### src/rtl/mbx_boot_pkg.sv
package mbx_boot_pkg;

   // mailbox register offsets (the remote side decodes these)
   localparam logic [7:0] OFS_IMAGE   = 8'h00;
   localparam logic [7:0] OFS_BOOT_ST = 8'h04;
   localparam logic [7:0] OFS_CMD     = 8'h08;
   localparam logic [7:0] OFS_LDR_ST  = 8'h0C;
   localparam logic [7:0] OFS_META    = 8'h10;
   localparam logic [7:0] OFS_CODE    = 8'h14;
   localparam logic [7:0] OFS_LEN     = 8'h18;

   // command words
   localparam int CMD_META = 1;
   localparam int CMD_LOAD = 2;

   // status words
   localparam int ST_BOOT_OK      = 1;
   localparam int ST_UNLOCK       = 1;
   localparam int ST_UNLOCK_SCRUB = 2;
   localparam int ST_META_OK      = 3;
   localparam int ST_LOAD_OK      = 4;

   typedef logic [2:0] phase_t;
   localparam phase_t PH_NONE = 3'd0;
   localparam phase_t PH_BOOT = 3'd1;
   localparam phase_t PH_LDR  = 3'd2;
   localparam phase_t PH_META = 3'd3;
   localparam phase_t PH_LOAD = 3'd4;

   typedef enum logic [3:0] {
      SQ_IDLE,
      SQ_WR_IMG,
      SQ_WR_CLR,
      SQ_WR_META,
      SQ_WR_CMD1,
      SQ_WR_CODE,
      SQ_WR_CMD2,
      SQ_WR_LEN,
      SQ_POLL,
      SQ_GAP
   } seq_state_t;

endpackage

### src/rtl/mbx_cycle_timer.sv
module mbx_cycle_timer #(
   parameter int W = 8
) (
   input  logic         clk,
   input  logic         rst_n,
   input  logic         clr,
   input  logic         en,
   output logic [W-1:0] cnt
);
   localparam logic [W-1:0] TOP = '1;

   always_ff @(posedge clk or negedge rst_n) begin
      if (!rst_n)                cnt <= '0;
      else if (clr)              cnt <= '0;
      else if (en && cnt != TOP) cnt <= cnt + 1'b1;
   end
endmodule

### src/rtl/mbx_bus_port.sv
module mbx_bus_port #(
   parameter int AW = 8,
   parameter int DW = 32
) (
   input  logic          clk,
   input  logic          rst_n,
   input  logic          want,
   input  logic          want_we,
   input  logic [AW-1:0] want_addr,
   input  logic [DW-1:0] want_wdata,
   input  logic          bus_ready_i,
   output logic          bus_req_o,
   output logic          bus_we_o,
   output logic [AW-1:0] bus_addr_o,
   output logic [DW-1:0] bus_wdata_o,
   output logic          xfer_done
);
   assign xfer_done = bus_req_o & bus_ready_i;

   always_ff @(posedge clk or negedge rst_n) begin
      if (!rst_n) begin
         bus_req_o   <= 1'b0;
         bus_we_o    <= 1'b0;
         bus_addr_o  <= '0;
         bus_wdata_o <= '0;
      end else if (bus_req_o) begin
         if (bus_ready_i) bus_req_o <= 1'b0;
      end else if (want) begin
         bus_req_o   <= 1'b1;
         bus_we_o    <= want_we;
         bus_addr_o  <= want_addr;
         bus_wdata_o <= want_wdata;
      end
   end
endmodule

### src/rtl/mbx_boot_seq.sv
module mbx_boot_seq
   import mbx_boot_pkg::*;
#(
   parameter int AW          = 8,
   parameter int DW          = 32,
   parameter int CYC_PER_MS  = 100000,
   parameter int TMO_BOOT_MS = 1000,
   parameter int TMO_LDR_MS  = 5000,
   parameter int TMO_META_MS = 1000,
   parameter int TMO_LOAD_MS = 10000,
   parameter int POLL_GAP    = 16
) (
   input  logic          clk,
   input  logic          rst_n,
   input  logic          start_i,
   input  logic [DW-1:0] image_addr_i,
   input  logic [DW-1:0] meta_addr_i,
   input  logic [DW-1:0] code_start_i,
   input  logic [DW-1:0] code_len_i,
   output logic          bus_req_o,
   output logic          bus_we_o,
   output logic [AW-1:0] bus_addr_o,
   output logic [DW-1:0] bus_wdata_o,
   input  logic [DW-1:0] bus_rdata_i,
   input  logic          bus_ready_i,
   output logic          busy_o,
   output logic          done_o,
   output logic          err_o,
   output logic          timeout_o,
   output logic [2:0]    fail_phase_o,
   output logic [DW-1:0] status_o
);
   localparam longint LIM_BOOT = longint'(TMO_BOOT_MS) * CYC_PER_MS;
   localparam longint LIM_LDR  = longint'(TMO_LDR_MS)  * CYC_PER_MS;
   localparam longint LIM_META = longint'(TMO_META_MS) * CYC_PER_MS;
   localparam longint LIM_LOAD = longint'(TMO_LOAD_MS) * CYC_PER_MS;
   localparam longint MAX_A    = (LIM_BOOT > LIM_LDR)  ? LIM_BOOT : LIM_LDR;
   localparam longint MAX_B    = (LIM_META > LIM_LOAD) ? LIM_META : LIM_LOAD;
   localparam longint MAX_LIM  = (MAX_A > MAX_B) ? MAX_A : MAX_B;
   localparam int     TMO_W    = $clog2(MAX_LIM + 2);
   localparam int     GAP_W    = (POLL_GAP > 1) ? $clog2(POLL_GAP + 1) : 1;
   localparam logic [GAP_W-1:0] GAP_END = GAP_W'(POLL_GAP - 1);

   seq_state_t     state;
   phase_t         phase;
   logic           want, want_we, xfer_done;
   logic [AW-1:0]  want_addr;
   logic [DW-1:0]  want_wdata;
   logic [TMO_W-1:0] elapsed, lim_cur;
   logic [GAP_W-1:0] gap_cnt;
   logic           acc, bad, tmo_hit, poll_done, tmr_clr;

   // ---------------- request fields per state ----------------
   always_comb begin
      want       = 1'b1;
      want_we    = 1'b1;
      want_addr  = '0;
      want_wdata = '0;
      unique case (state)
         SQ_WR_IMG:  begin want_addr = AW'(OFS_IMAGE); want_wdata = image_addr_i; end
         SQ_WR_CLR:  begin want_addr = AW'(OFS_LEN);   want_wdata = '0;           end
         SQ_WR_META: begin want_addr = AW'(OFS_META);  want_wdata = meta_addr_i;  end
         SQ_WR_CMD1: begin want_addr = AW'(OFS_CMD);   want_wdata = DW'(CMD_META); end
         SQ_WR_CODE: begin want_addr = AW'(OFS_CODE);  want_wdata = code_start_i; end
         SQ_WR_CMD2: begin want_addr = AW'(OFS_CMD);   want_wdata = DW'(CMD_LOAD); end
         SQ_WR_LEN:  begin want_addr = AW'(OFS_LEN);   want_wdata = code_len_i;   end
         SQ_POLL: begin
            want_we   = 1'b0;
            want_addr = (phase == PH_BOOT) ? AW'(OFS_BOOT_ST) : AW'(OFS_LDR_ST);
         end
         default: want = 1'b0;
      endcase
   end

   // ---------------- status evaluation per phase ----------------
   always_comb begin
      acc     = 1'b0;
      bad     = 1'b0;
      lim_cur = TMO_W'(LIM_BOOT);
      unique case (phase)
         PH_BOOT: begin
            acc = (bus_rdata_i == DW'(ST_BOOT_OK));
            bad = (bus_rdata_i != '0) && !acc;
         end
         PH_LDR: begin
            acc = (bus_rdata_i == DW'(ST_UNLOCK)) || (bus_rdata_i == DW'(ST_UNLOCK_SCRUB));
            bad = (bus_rdata_i != '0) && !acc;
            lim_cur = TMO_W'(LIM_LDR);
         end
         PH_META: begin
            acc = (bus_rdata_i == DW'(ST_META_OK));
            bad = bus_rdata_i[DW-1];
            lim_cur = TMO_W'(LIM_META);
         end
         PH_LOAD: begin
            acc = (bus_rdata_i == DW'(ST_LOAD_OK));
            bad = bus_rdata_i[DW-1];
            lim_cur = TMO_W'(LIM_LOAD);
         end
         default: ;
      endcase
   end

   assign poll_done = xfer_done && (state == SQ_POLL);
   assign tmo_hit   = (elapsed >= lim_cur);
   assign tmr_clr   = !(state == SQ_POLL || state == SQ_GAP) || (poll_done && acc);
   assign busy_o    = (state != SQ_IDLE);

   // ---------------- sub-blocks ----------------
   mbx_bus_port #(.AW(AW), .DW(DW)) u_port (
      .clk, .rst_n, .want, .want_we, .want_addr, .want_wdata, .bus_ready_i,
      .bus_req_o, .bus_we_o, .bus_addr_o, .bus_wdata_o, .xfer_done
   );

   mbx_cycle_timer #(.W(TMO_W)) u_phase_tmr (
      .clk, .rst_n, .clr(tmr_clr), .en(1'b1), .cnt(elapsed)
   );

   mbx_cycle_timer #(.W(GAP_W)) u_gap_tmr (
      .clk, .rst_n, .clr(state != SQ_GAP), .en(1'b1), .cnt(gap_cnt)
   );

   // ---------------- sequencer ----------------
   always_ff @(posedge clk or negedge rst_n) begin
      if (!rst_n) begin
         state        <= SQ_IDLE;
         phase        <= PH_NONE;
         done_o       <= 1'b0;
         err_o        <= 1'b0;
         timeout_o    <= 1'b0;
         fail_phase_o <= PH_NONE;
         status_o     <= '0;
      end else begin
         unique case (state)
            SQ_IDLE: if (start_i) begin
               state        <= SQ_WR_IMG;
               phase        <= PH_NONE;
               done_o       <= 1'b0;
               err_o        <= 1'b0;
               timeout_o    <= 1'b0;
               fail_phase_o <= PH_NONE;
               status_o     <= '0;
            end
            SQ_WR_IMG:  if (xfer_done) begin state <= SQ_POLL; phase <= PH_BOOT; end
            SQ_WR_CLR:  if (xfer_done) state <= SQ_WR_META;
            SQ_WR_META: if (xfer_done) state <= SQ_WR_CMD1;
            SQ_WR_CMD1: if (xfer_done) begin state <= SQ_POLL; phase <= PH_META; end
            SQ_WR_CODE: if (xfer_done) state <= SQ_WR_CMD2;
            SQ_WR_CMD2: if (xfer_done) state <= SQ_WR_LEN;
            SQ_WR_LEN:  if (xfer_done) begin state <= SQ_POLL; phase <= PH_LOAD; end
            SQ_POLL: if (xfer_done) begin
               status_o <= bus_rdata_i;
               if (bad) begin
                  state        <= SQ_IDLE;
                  err_o        <= 1'b1;
                  fail_phase_o <= phase;
               end else if (acc) begin
                  unique case (phase)
                     PH_BOOT: phase <= PH_LDR;
                     PH_LDR:  state <= SQ_WR_CLR;
                     PH_META: state <= SQ_WR_CODE;
                     default: begin state <= SQ_IDLE; done_o <= 1'b1; end
                  endcase
               end else if (tmo_hit) begin
                  state        <= SQ_IDLE;
                  timeout_o    <= 1'b1;
                  fail_phase_o <= phase;
               end else begin
                  state <= SQ_GAP;
               end
            end
            SQ_GAP: if (gap_cnt == GAP_END) state <= SQ_POLL;
            default: state <= SQ_IDLE;
         endcase
      end
   end
endmodule

### config.mk
export PLATFORM = sky130hd
export DESIGN_NAME = mbx_boot_seq
export DESIGN_NICKNAME = d
export VERILOG_FILES = /design/src/rtl/mbx_boot_pkg.sv /design/src/rtl/mbx_cycle_timer.sv /design/src/rtl/mbx_bus_port.sv /design/src/rtl/mbx_boot_seq.sv
export SDC_FILE = /design/constraint.sdc
export NUM_CORES = 1
export LEC_CHECK = 0
export CAP_MARGIN = 40
export CORE_MARGIN = 1
export CORE_UTILIZATION = 45
export DETAILED_ROUTE_END_ITERATION = 8
export GPL_TIMING_DRIVEN = 0
export PLACE_DENSITY = 0.8
export SYNTH_ARGS = -nofsm -noshare
export SYNTH_HDL_FRONTEND = slang
export SYNTH_SLANG_ARGS = --single-unit
### constraint.sdc
create_clock -name clk -period 3.6 [get_ports clk]
set_input_delay 0.36 -clock clk [delete_from_list [all_inputs] [get_ports clk]]
set_output_delay 0.36 -clock clk [all_outputs]
set_load 0.02 [all_outputs]
### Word-level counts from Yosys, hierarchy flattened

Cells that the tools add are included.

* bits of input ports: 164
* bits in registers: 122
* logic and storage cells: 150

* equality and inequality tests: 42
* muxes and demuxes: 59
* bitwise gates (word level): 2
* reductions and logical operators: 31
* add/sub/neg operators: 2
* order comparisons: 1

Operator list (number)
* $pmux 32 s6: 1
* $eq 32x2->1 const B: 2
* $mux 32: 2
* $pmux 32 s2: 1
* $mux 30: 2
* $pmux 30 s2: 1
* $mux 4: 12
* $mux 3: 12
* $eq 32x1->1 const B: 1
* $eq 32x3->1 const B: 1
* $ne 2x2->1 const B: 16
* $pmux 4 s8: 1
* $reduce_bool 32->1: 1
* $add 30x1->30 const B: 1
* $ge 30x30->1: 1
* $ne 30x30->1 const B: 1
* $pmux 5 s5: 1
* $reduce_and 9->1: 2
* $eq 4x3->1 const B: 4
* $mux 1: 16
* $pmux 3 s5: 1
* $pmux 4 s3: 1
* $reduce_and 6->1: 2
* $mux 5: 2
* other kinds (32): 52

### Depth between registers and ports, before layout

* word-level depth: 8
* gate-level depth with buffers: 12

### By module

Synthesis repeated with hierarchy kept, for this count alone.

* cells, all modules: 757
* area total of the unflattened synthesis: 7228.2 µm²

Modules (own cells, without submodules)
* mbx_boot_seq: area each 3470.8 µm², cells an instance 459, times used 1
* mbx_bus_port: area each 1774.2 µm², cells an instance 92, times used 1
* mbx_cycle_timer (u_phase_tmr): area each 1734.2 µm², cells an instance 183, times used 1
* mbx_cycle_timer (u_gap_tmr): area each 249.0 µm², cells an instance 23, times used 1

### Worst setup path before layout

No wires, ideal clock.

* kind: register to register
* from: register phase[0]
* to: register fail_phase_o[0]
* data required time: 3.479 ns
* arrival: 2.630 ns
* setup slack: 0.849 ns
* buffers on the path: 1
* cell stages (with the launch flop): 11
* library setup time: 0.121 ns
* path through: dfrtp_1 buf_2 or3_1 ha_1 nand3_1 o21ai_1 a211o_1 o211ai_1 a2111o_1 a31o_1 a22o_1

* longest elaborated chain between the ends: 6
* elaborated cells between the ends (all ways): 17
* classes of those cells: 1 x order compare; 6 x eq/ne; 8 x mux; 2 x reduce/logical

RTL lines
* from (decl): line mbx_boot_seq.sv:45 `phase_t phase;`
* from (signal assigned): line mbx_boot_seq.sv:127 `phase <= PH_NONE;`
* from (signal assigned): line mbx_boot_seq.sv:137 `phase <= PH_NONE;`
* from (signal assigned): line mbx_boot_seq.sv:144 `SQ_WR_IMG: if (xfer_done) begin state <= SQ_POLL; phase <= PH_BOOT; end`
* branches (longest 6 deep; another with $ge 30x30->1)
* to (signal assigned): line mbx_boot_seq.sv:156 `fail_phase_o <= phase;`
* to (signal assigned): line mbx_boot_seq.sv:167 `fail_phase_o <= phase;`
* to (decl): line mbx_boot_seq.sv:30 `output logic [2:0] fail_phase_o,`

Several ways; the timed one is not identified. The select of a mux whose other input is x is not followed.
A chain may end at the register's enable or synchronous reset.

### Worst setup path in the final report

Same ends and word-level chain as after synthesis.

==> summary.md <==
| Metric | Value |
|---|---|
| Arr. time, crit path | `3.58 ns` |
| CORE AREA | `14,500 um2` |
| Buffers plus inverters on the worst setup path | `2` |
| Leak | `0.00420 uW` |
| Max Slew Vio Count | `0` |
| Tightest Pin Transition | `0.812 ns` |
| Post-DP HPWL | `16,100 um` |
| Crit-path max cell delay | `0.56 ns` |
| Post-synthesis sequential area ratio | `0.441` |
| Critical Path RT | `3.90 ns` |
| Setup TNS Final | `0 ns` |
| Synth Area per Inst | `8.85 um2` |
| Final setup vio count | `0` |
| Startpoint types | `flip-flop` |
| CTS root buf | `clkbuf_16` |
| Max-Slew Margin vs Limit | `0.455` |
| ANT nets after route | `0` |
| FP Rows | `44` |
| Post-synth EDFFs | `0` |
| Total CTS buffers | `17` |
| Count leader, synth | `nand2_1` |
| Total iterations of the first detailed-routing run | `5` |
| Worst Setup Slack, final | `0.324 ns` |
| Commonest cells post-synth | `nand2_1 (132), dfrtp_1 (117), nor2_1 (57), o21ai_0 (50), nand3_1 (46)` |
| Synth area leader | `dfrtp_1` |
| Die height | `123 um` |
| Post-DP Area | `9270 um2` |
| Synth top area cells | `dfrtp_1 (44%), nand2_1 (7.5%), a22o_1 (4.5%)` |
| Antenna cells | `0` |
| Number of unique standard cell types used by synthesis | `68` |
| Global route total overflow | `0` |
| Pwr/cell area | `540 nW/um2` |
| Maximum VDD drop | `0.000387 V` |
| Chip width | `123 um` |
| GPL Wtd Cong | `0.909` |
| Slowest CP cell | `or3_1` |
| I/O pin total | `245` |
| Initial DRC Count | `375` |
| Port buffer count | `236` |
| # hold bufs at CTS | `1` |
| Post-CTS setup buffer count | `0` |
| Share of cells above drive strength 1 | `0.0557` |
| Tmin final | `3.28 ns` |
| Leading register cell type out of synthesis | `dfrtp_1` |
| GRT Util Overall | `0.281` |
| Synth top area share | `0.441` |
| # placed instances | `1,175` |
| Clk slew on worst S/H paths | `0.06 ns` |
| TritonCTS clock tree | `yes` |
| Htree depth | `4` |
| CP cell instances | `buf_2 -> or3_1 -> inv_1 -> ha_1 -> nand3_1 -> o21ai_1 -> a211o_1 -> o211ai_1 -> a2111o_1 -> a31o_1 -> a22o_1` |
| Cts repair resizes | `0` |
| Design Area, Final | `9850 um2` |
| Cell Area, Synth | `6640 um2` |
| Initial core utilization | `0.458` |
| RSZ-0062 raised after global routing | `false` |
| Worst slack at placement | `0.415 ns` |
| Synth warnings | `0` |
| Maximum buffer depth of the clock tree | `2` |
| Critical path class | `flip-flop to flip-flop` |
| Final Cycle Share | `0.910` |
| Cell count after synthesis | `750` |
| WL final | `21,500 um` |
| Vias in the first global route | `6,326` |
| First-pass GRT wire length | `32,400 um` |
| Hold WC Path Type | `input port to flip-flop` |
| Die area | `15,200 um2` |
| DR WL/cell | `17.8 um` |
| Crit. End Element | `flip-flop` |
| Clock Sinks | `117` |
| Largest fanout on the critical path | `10` |
| Antenna violations before repair | `0` |
| DRC violations left | `0` |
| DR vias/cell | `5.64` |
| FF+latch count, synth | `117` |
| F_max | `305 MHz` |
| Async set-reset flop share out of synthesis | `1.00` |
| Reg2Reg Setup Slack | `0.32 ns` |
| Post-route insts no fill | `1,208` |
| Final Hold Violating Endpoints | `0` |
| Largest net degree at the start of global routing | `73` |
| Via count | `6,814` |
| Area growth from synthesis to layout | `48.4%` |
| Nets | `1,196` |
| Clock skew | `0.00461 ns` |
| CP delay by family, top | `compound AO/OA/AOI/OAI gates` |
| Status | `completed` |
| Max-Cap Viols | `0` |
| Later-pin clock latency in the skew report | `0.42 ns` |
==> worst paths after layout <==
kind / to / cells after the start / from
worst max-delay path: fail_phase_o[0] / 11 / phase[0]
worst min-delay path: status_o[0] / 3 / bus_rdata_i[0]
worst max register to register: fail_phase_o[0] / 11 / phase[0]
worst min register to register: status_o[8] / 2 / status_o[8]
max in group asynchronous: u_port.bus_wdata_o[24] / 3 / rst_n
min in group asynchronous: u_phase_tmr.cnt[9] / 2 / rst_n
==> flip-flops by register name, indices dropped and copies added (netlist names) <==
| name | count |
|---|---|
| u_port.bus_we_o | 1 |
| fail_phase_o | 3 |
| u_phase_tmr.cnt | 30 |
| u_port.bus_addr_o | 3 |
| timeout_o | 1 |
| u_port.bus_req_o | 1 |
| err_o | 1 |
| u_gap_tmr.cnt | 5 |
| phase | 3 |
| u_port.bus_wdata_o | 32 |
| done_o | 1 |
| state | 4 |
| status_o | 32 |
==> metal layers <==
metal | vias to the layer above | track usage | wire [um]
met4 | 0 | 0.0919 | 299
met3 | 27 | 0.0613 | 1420
met2 | 253 | 0.446 | 10400
met1 | 3279 | 0.382 | 9380
met5 | - | 0 | 0
li1 | 3255 | - | -
==> where the power goes <==
part           total (uW)  leakage (uW)  internal, uW  switching (uW)
Combinational        2030       0.00234           816            1210
Clock                1610      0.000269           971             642
Sequential           1680       0.00159          1540             137
Total                5320       0.00420          3330            1990
==> logic make-up (layout without fill, tap and decap cells) <==
logic type                 count (synthesis)  count (layout)  synth area share
adders and majority gates                 21              21            0.0396
buffers and inverters                     72             342            0.0451
AOI/OAI and AO/OA                        180             180             0.194
other                                      1               5          0.000565
DFF                                      117             117             0.441
xor gates and xnor gates                  32              32            0.0434
muxes                                      6               6           0.00943
and+or+nand+nor                          321             321             0.227
==> stage by stage <==
stage,power [uW],hold WS (ns),utilization
6_report,5320,0.296,0.680
4_1_cts,5340,0.280,0.680
3_3_place_gp,3670,0.449,0.638
2_1_floorplan,2810,0.0644,-
5_1_grt,5620,0.291,0.680
3_5_place_dp,3700,0.322,0.640
==> placed cells by master, fill, tap and decap left out, types with 11 or more instances in the layout <==
cell and n:
nand4_1 14, nor2_1 57, dfrtp_1 117, a21oi_1 20, nand2_1 132, o21ai_0 50
clkbuf_1 40, inv_1 17, clkbuf_16 17, nor3_1 20, clkdlybuf4s50_1 235, nand3_1 46
ha_1 21, xor2_1 20, xnor2_1 11, a22o_1 34, a221oi_1 33
==> tightest hold or removal path: cells and delay by family <==
family	cells	cell delay (ns)
buffers and inverters	1	0.17
and+or+nand+nor	2	0.14
==> area by class of cell <==
class / instances / area [um2]
sequential: 117 / 2930
timing repair buffer: 238 / 2400
fill: 1193 / 4630
buffer: 54 / 231
inverter: 18 / 67.6
clock buffer: 18 / 439
multi-input combinational: 565 / 3420
tap: 184 / 230
clock inverter: 14 / 128
No activity file was read; power rests on OpenSTA's default activity.
